==> src/rtl/pcw_pkg.sv <==
package pcw_pkg;
    typedef struct packed {
        logic snap;
        logic flag;
    } lane_st_t;

    typedef struct packed {
        logic pend;
        logic irq_n;
    } irq_st_t;
endpackage

==> src/rtl/pcw_lane.sv <==
module pcw_lane
    import pcw_pkg::*;
#(
    parameter logic RST_VAL = 1'b1
) (
    input  logic clk,
    input  logic rst_n,
    input  logic pin_i,
    input  logic ack_stb_i,
    output logic snap_o,
    output logic flag_o,
    output logic diff_o
);
    lane_st_t st_d, st_q;

    always_comb begin
        st_d   = st_q;
        diff_o = pin_i ^ st_q.snap;
        if (ack_stb_i) begin
            st_d.snap = pin_i;
            st_d.flag = 1'b0;
        end else if (diff_o) begin
            st_d.flag = 1'b1;
        end
    end

    always_ff @(posedge clk or negedge rst_n) begin
        if (!rst_n) begin
            st_q.snap <= RST_VAL;
            st_q.flag <= 1'b0;
        end else begin
            st_q <= st_d;
        end
    end

    assign snap_o = st_q.snap;
    assign flag_o = st_q.flag;
endmodule

==> src/rtl/pcw_irq.sv <==
module pcw_irq
    import pcw_pkg::*;
(
    input  logic clk,
    input  logic rst_n,
    input  logic any_diff_i,
    input  logic ack_stb_i,
    input  logic rd_busy_i,
    input  logic stop_stb_i,
    output logic irq_n_o
);
    irq_st_t st_d, st_q;

    always_comb begin
        st_d = st_q;
        if (ack_stb_i) begin
            // capture point: everything seen so far is now read out
            st_d.pend  = 1'b0;
            st_d.irq_n = 1'b1;
        end else if (stop_stb_i) begin
            // release a change held back during the read
            if (st_q.pend || any_diff_i) st_d.irq_n = 1'b0;
            st_d.pend = 1'b0;
        end else if (rd_busy_i) begin
            if (any_diff_i) st_d.pend = 1'b1;
        end else if (any_diff_i) begin
            st_d.irq_n = 1'b0;
        end
    end

    always_ff @(posedge clk or negedge rst_n) begin
        if (!rst_n) begin
            st_q.pend  <= 1'b0;
            st_q.irq_n <= 1'b1;
        end else begin
            st_q <= st_d;
        end
    end

    assign irq_n_o = st_q.irq_n;
endmodule

==> src/rtl/pin_change_watch.sv <==
module pin_change_watch #(
    parameter int          N        = 4,
    parameter logic [N-1:0] RST_SNAP = '1
) (
    input  logic         clk,
    input  logic         rst_n,
    input  logic [N-1:0] pins_i,
    input  logic         ack_stb_i,
    input  logic         rd_busy_i,
    input  logic         stop_stb_i,
    output logic [N-1:0] chg_flags_o,
    output logic [N-1:0] snap_o,
    output logic         irq_n_o
);
    logic [N-1:0] diff;

    for (genvar i = 0; i < N; i++) begin : g_lane
        pcw_lane #(.RST_VAL(RST_SNAP[i])) u_lane (
            .clk       (clk),
            .rst_n     (rst_n),
            .pin_i     (pins_i[i]),
            .ack_stb_i (ack_stb_i),
            .snap_o    (snap_o[i]),
            .flag_o    (chg_flags_o[i]),
            .diff_o    (diff[i])
        );
    end

    pcw_irq u_irq (
        .clk        (clk),
        .rst_n      (rst_n),
        .any_diff_i (|diff),
        .ack_stb_i  (ack_stb_i),
        .rd_busy_i  (rd_busy_i),
        .stop_stb_i (stop_stb_i),
        .irq_n_o    (irq_n_o)
    );
endmodule

==> config.mk <==
export PLATFORM = sky130hd
export DESIGN_NAME = pin_change_watch
export DESIGN_NICKNAME = d
export VERILOG_FILES = /design/src/rtl/pcw_pkg.sv /design/src/rtl/pcw_lane.sv /design/src/rtl/pcw_irq.sv /design/src/rtl/pin_change_watch.sv
export SDC_FILE = /design/constraint.sdc
export NUM_CORES = 1
export LEC_CHECK = 0
export BUFFER_PORTS_ARGS = -buffer_cell sky130_fd_sc_hd__buf_2
export CORE_AREA = 3 3 40 42
export CTS_CLUSTER_SIZE = 14
export DETAILED_ROUTE_END_ITERATION = 8
export DIE_AREA = 0 0 43 45
export REMOVE_ABC_BUFFERS = 1
export SLEW_MARGIN = 0
export SYNTH_ARGS = -nofsm -noshare
export SYNTH_HDL_FRONTEND = slang
export SYNTH_HIERARCHICAL = 1
export SYNTH_SLANG_ARGS = --single-unit
==> constraint.sdc <==
create_clock -name clk -period 4.7 [get_ports clk]
set_input_delay 0.94 -clock clk [delete_from_list [all_inputs] [get_ports clk]]
set_output_delay 0.94 -clock clk [all_outputs]
set_load 0.05 [all_outputs]
# == Yosys cells after proc, flatten, opt, wreduce, memory -nomap -nowiden ==
# Index checks and enable logic that the tools add are counted.
# word_totals
register_bits,10
input_bits,9
# op_classes
n_eq_ne,2
muxes,15
bitwise,4
reduce_logical,10
# op_table
operator,n
1-bit 2-to-1 mux,13
2-bit nonzero test,4
"3-bit by 2-bit != test with 1-bit output, second input constant",2
3-bit nonzero test,2
2-bit 2-to-1 mux,2
4-bit OR reduction,1
1-bit XOR,4
3-bit AND reduction,1
2-bit AND reduction,1
1-bit logical OR,1

# == Longest topological paths before layout ==
# depth
word_depth,6
ltp_mapped,4
depth_no_buf,4

# == Cells and area by module ==
# The synthesis kept the hierarchy.
# by_module_without_submodules
module,instances,cells_each,area_each_um2,seq_area_each_um2
pcw_lane,4,5,81.3,51.3
pcw_irq,1,8,88.8,51.3
pin_change_watch,1,1,7.5,0.0

# == Worst setup path after synthesis ==
# No wires, ideal clock.
# synth_path
path_kind,input to register
from,input port pins_i[1]
to,register u_irq.st_q (netlist bit u_irq/irq_n_o)
arrival_time_ps,1946
path_slack_ps,2691
cell_stages,4
path_buffers,0
path_cell_list,xor2_1 > or4_1 > nor3b_1 > a311o_1
# synth_via
elab_chain_len,5
# synth_rtl
element,line,text
"start, declared",pin_change_watch.sv:7,"input logic [N-1:0] pins_i,"
1-bit XOR (*),pcw_lane.sv:18,diff_o = pin_i ^ st_q.snap;
4-bit OR reduction (*),pin_change_watch.sv:32,".any_diff_i (|diff),"
1-bit logical OR,pcw_irq.sv:22,if (st_q.pend || any_diff_i) st_d.irq_n = 1'b0;
3-bit by 2-bit != test with 1-bit output (no line),-,
3-bit AND reduction (no line) (*),-,
"end signal, assigned",pcw_irq.sv:36,st_q <= st_d;
"end, declared",pcw_irq.sv:12,"irq_st_t st_d, st_q;"
# Mark *: on every way between the ends. The rest lies on a longest branch, timed or not.
# A chain may end at the register's enable or synchronous reset.

# == Final worst setup path ==
# layout_path
from,register g_lane[3].u_lane.st_q (netlist bit g_lane[3].u_lane/snap_o)
to,output port snap_o[3]
# layout_lines
element,line,text
"start, declared",pcw_lane.sv:14,"lane_st_t st_d, st_q;"
"start signal, assigned",pcw_lane.sv:32,st_q <= st_d;
"end, declared",pin_change_watch.sv:12,"output logic [N-1:0] snap_o,"
# No word-level cell between the ends.

==> impl_metrics.tcl <==
set metrics [dict create \
    ys_warn_count 6 \
    grt_overflow 0 \
    initial_core_util_pct 32.8 \
    die_x_um 43 \
    postCtsSetupBuffers 0 \
    cts-root-buf "clkbuf_4" \
    coreArea_sq_um 1280 \
    yosysSeqAreaShare_pct 60.8 \
    holdPathStages 1 \
    ys_types 12 \
    first_iter_violations 1 \
    cp_num_buf_inv 1 \
    numCtsBuffers 3 \
    first_pass_iters 2 \
    port-buffer-count 17 \
    grt_usage_pct 9.14 \
    fin_util_pct 43.7 \
    cap_violations 0 \
    fin_nets 60 \
    routedWlPerCell_um 11.7 \
    die_h_um 45 \
    routed_wl_um 763 \
    vias 310 \
    finalCriticalPeriod_ns 2.00 \
    yosys.area.top_type_share_pct 31.2 \
    drive_above_1_share_pct 52.0 \
    cts.reportedPaths.clkPinSlew_ns 0.07 \
    row_count 13 \
    cts_buffer_depth 2 \
    crit_cells 1 \
    clk_latency_ns 0.26 \
    rsz0062_at_grt "false" \
    hp-class "flop to flop" \
    routed_via_density 4.77 \
    maxSlewHeadroom_pct 83.4 \
    reg2reg_depth 4 \
    cp_cell_sequence "buf_2" \
    finalSetupViolCount 0 \
    tightest_slew_ns 0.251 \
    ant_nets 0 \
    maxSlewViolCount 0 \
    synth_area_leaders "dfstp_2 31%, dfrtp_1 30%, mux2_1 11%, o21ba_1 9.5%, xor2_1 8.3%" \
    startpoint_type "flop" \
    setup_tns_ns 0 \
    end_kind "output pin" \
    gp_congestion 0.602 \
    cts_hold_buffers 0 \
    syn_area_per_cell_sq_um 14.5 \
    h-tree-depth 1 \
    synth-seq-cells 10 \
    max_freq_mhz 500 \
    grt_pass1_vias 299 \
    dp_cells 61 \
    instances_no_fill 65 \
    diodes 0 \
    netlist_instances 29 \
    leakage_nw 0.287 \
    pwr_density_cell_nw_per_um2 422 \
    critPathMaxFanout 3 \
    outcome "complete, no violations" \
    cts_tree "yes" \
    syn_area_sq_um 422 \
    cts.sinks 10 \
    crit_type "flop to output pin" \
    skew_ns 0.00397 \
    grt_max_degree 11 \
    postLayoutSetupSlackWorst_ns 2.70 \
    ir_worst_vdd_mv 0.206 \
    crit_family "flip-flops" \
    crit_arrival_ns 1.06 \
    io_pins 18 \
    dp_slack_ns 2.51 \
    syn2layout_area_growth_pct 33.2 \
    cp_slowest_cell "dfstp_2" \
    fin_crit_sh_pct 42.6 \
    place.detailed.hpwl_um 607 \
    antenna_found_initial 0 \
    ctsResizeCount 0 \
    grt_pass1_wl_um 1280 \
    netlist.top_cell.by_area "dfstp_2" \
    slowest_delay_ns 0.54 \
    drc_errors 0 \
    cp.required_ns 3.76 \
    die-area_sq_um 1940 \
    hold_viol 0 \
]
==> state kept, by name (all words and copies together) (netlist names) <==
signal	cells
g_lane.u_lane/snap_o	4
u_irq/irq_n_o	1
g_lane.u_lane/flag_o	4
u_irq/st_q	1
==> stage by stage <==
step	instance area, sq um	total power, mW	hold WS, ns
after CTS	562	0.241	0.505
final	562	0.237	0.498
after floorplan	422	0.148	0.516
after detailed placement	526	0.165	0.491
after global placement	526	0.165	0.477
after global routing	562	0.250	0.513
==> cell usage after synthesis, drive strengths merged <==
master and n:
a21oi 1, a311o 1, dfrtp 5, dfstp 5, inv 1, mux2 4
nand2b 1, nor3 1, nor3b 1, o21ba 4, or4 1, xor2 4
==> logic make-up (layout without fill, tap and decap cells) <==
kind of cell,after synthesis,count (layout),share of synthesized area (%)
AOI/OAI and AO/OA,6,6,13.1
xor gates and xnor gates,4,4,8.31
buffers and inverters,1,22,0.889
DFF,10,10,60.8
muxes,4,4,10.7
and+or+nand+nor,4,4,6.23
==> power breakdown <==
part	internal [mW]	switching, mW	total [mW]
registers	0.0979	0.00533	0.103
clock network	0.0469	0.0275	0.0744
logic	0.0170	0.0425	0.0595
==> final timing paths <==
path                                           endpoint  slack [ns]               startpoint
max in group asynchronous       g_lane[1].u_lane/snap_o        3.91                    rst_n
worst max-delay path                          snap_o[3]        2.70  g_lane[3].u_lane/snap_o
worst min-delay path            g_lane[1].u_lane/flag_o        0.50  g_lane[1].u_lane/flag_o
min in group asynchronous       g_lane[2].u_lane/flag_o        0.53                    rst_n
worst max register to register            u_irq/irq_n_o        3.10  g_lane[0].u_lane/snap_o
worst min register to register  g_lane[1].u_lane/flag_o        0.50  g_lane[1].u_lane/flag_o
==> layer usage <==
metal	global-route usage [%]	vias up	routed length [um]
met4	5.42	0	0
met2	12.9	12	346
met1	11.6	149	341
met5	0	-	0
li1	-	149	-
met3	3.98	0	74
==> final cells by class <==
type                            instances  area, sq um
Inverter                                1         3.75
Clock buffer                            4         36.3
Timing Repair Buffer                   17         85.1
Multi-Input combinational cell         18          161
Sequential cell                        10          256
Tap cell                               15         18.8
Fill cell                             129          723
==> layout by cell type, fill, tap and decap left out <==
| cell type | netlist | layout |
|---|---|---|
| nor3b_1 | 1 | 1 |
| a311o_1 | 1 | 1 |
| dfstp_2 | 5 | 5 |
| nand2b_1 | 1 | 1 |
| clkbuf_8 | 0 | 1 |
| a21oi_1 | 1 | 1 |
| buf_2 | 0 | 17 |
| or4_1 | 1 | 1 |
| clkbuf_4 | 0 | 3 |
| xor2_1 | 4 | 4 |
| dfrtp_1 | 5 | 5 |
| inv_1 | 1 | 1 |
| nor3_1 | 1 | 1 |
| o21ba_1 | 4 | 4 |
| mux2_1 | 4 | 4 |
(Power assumes the default switching activity.)
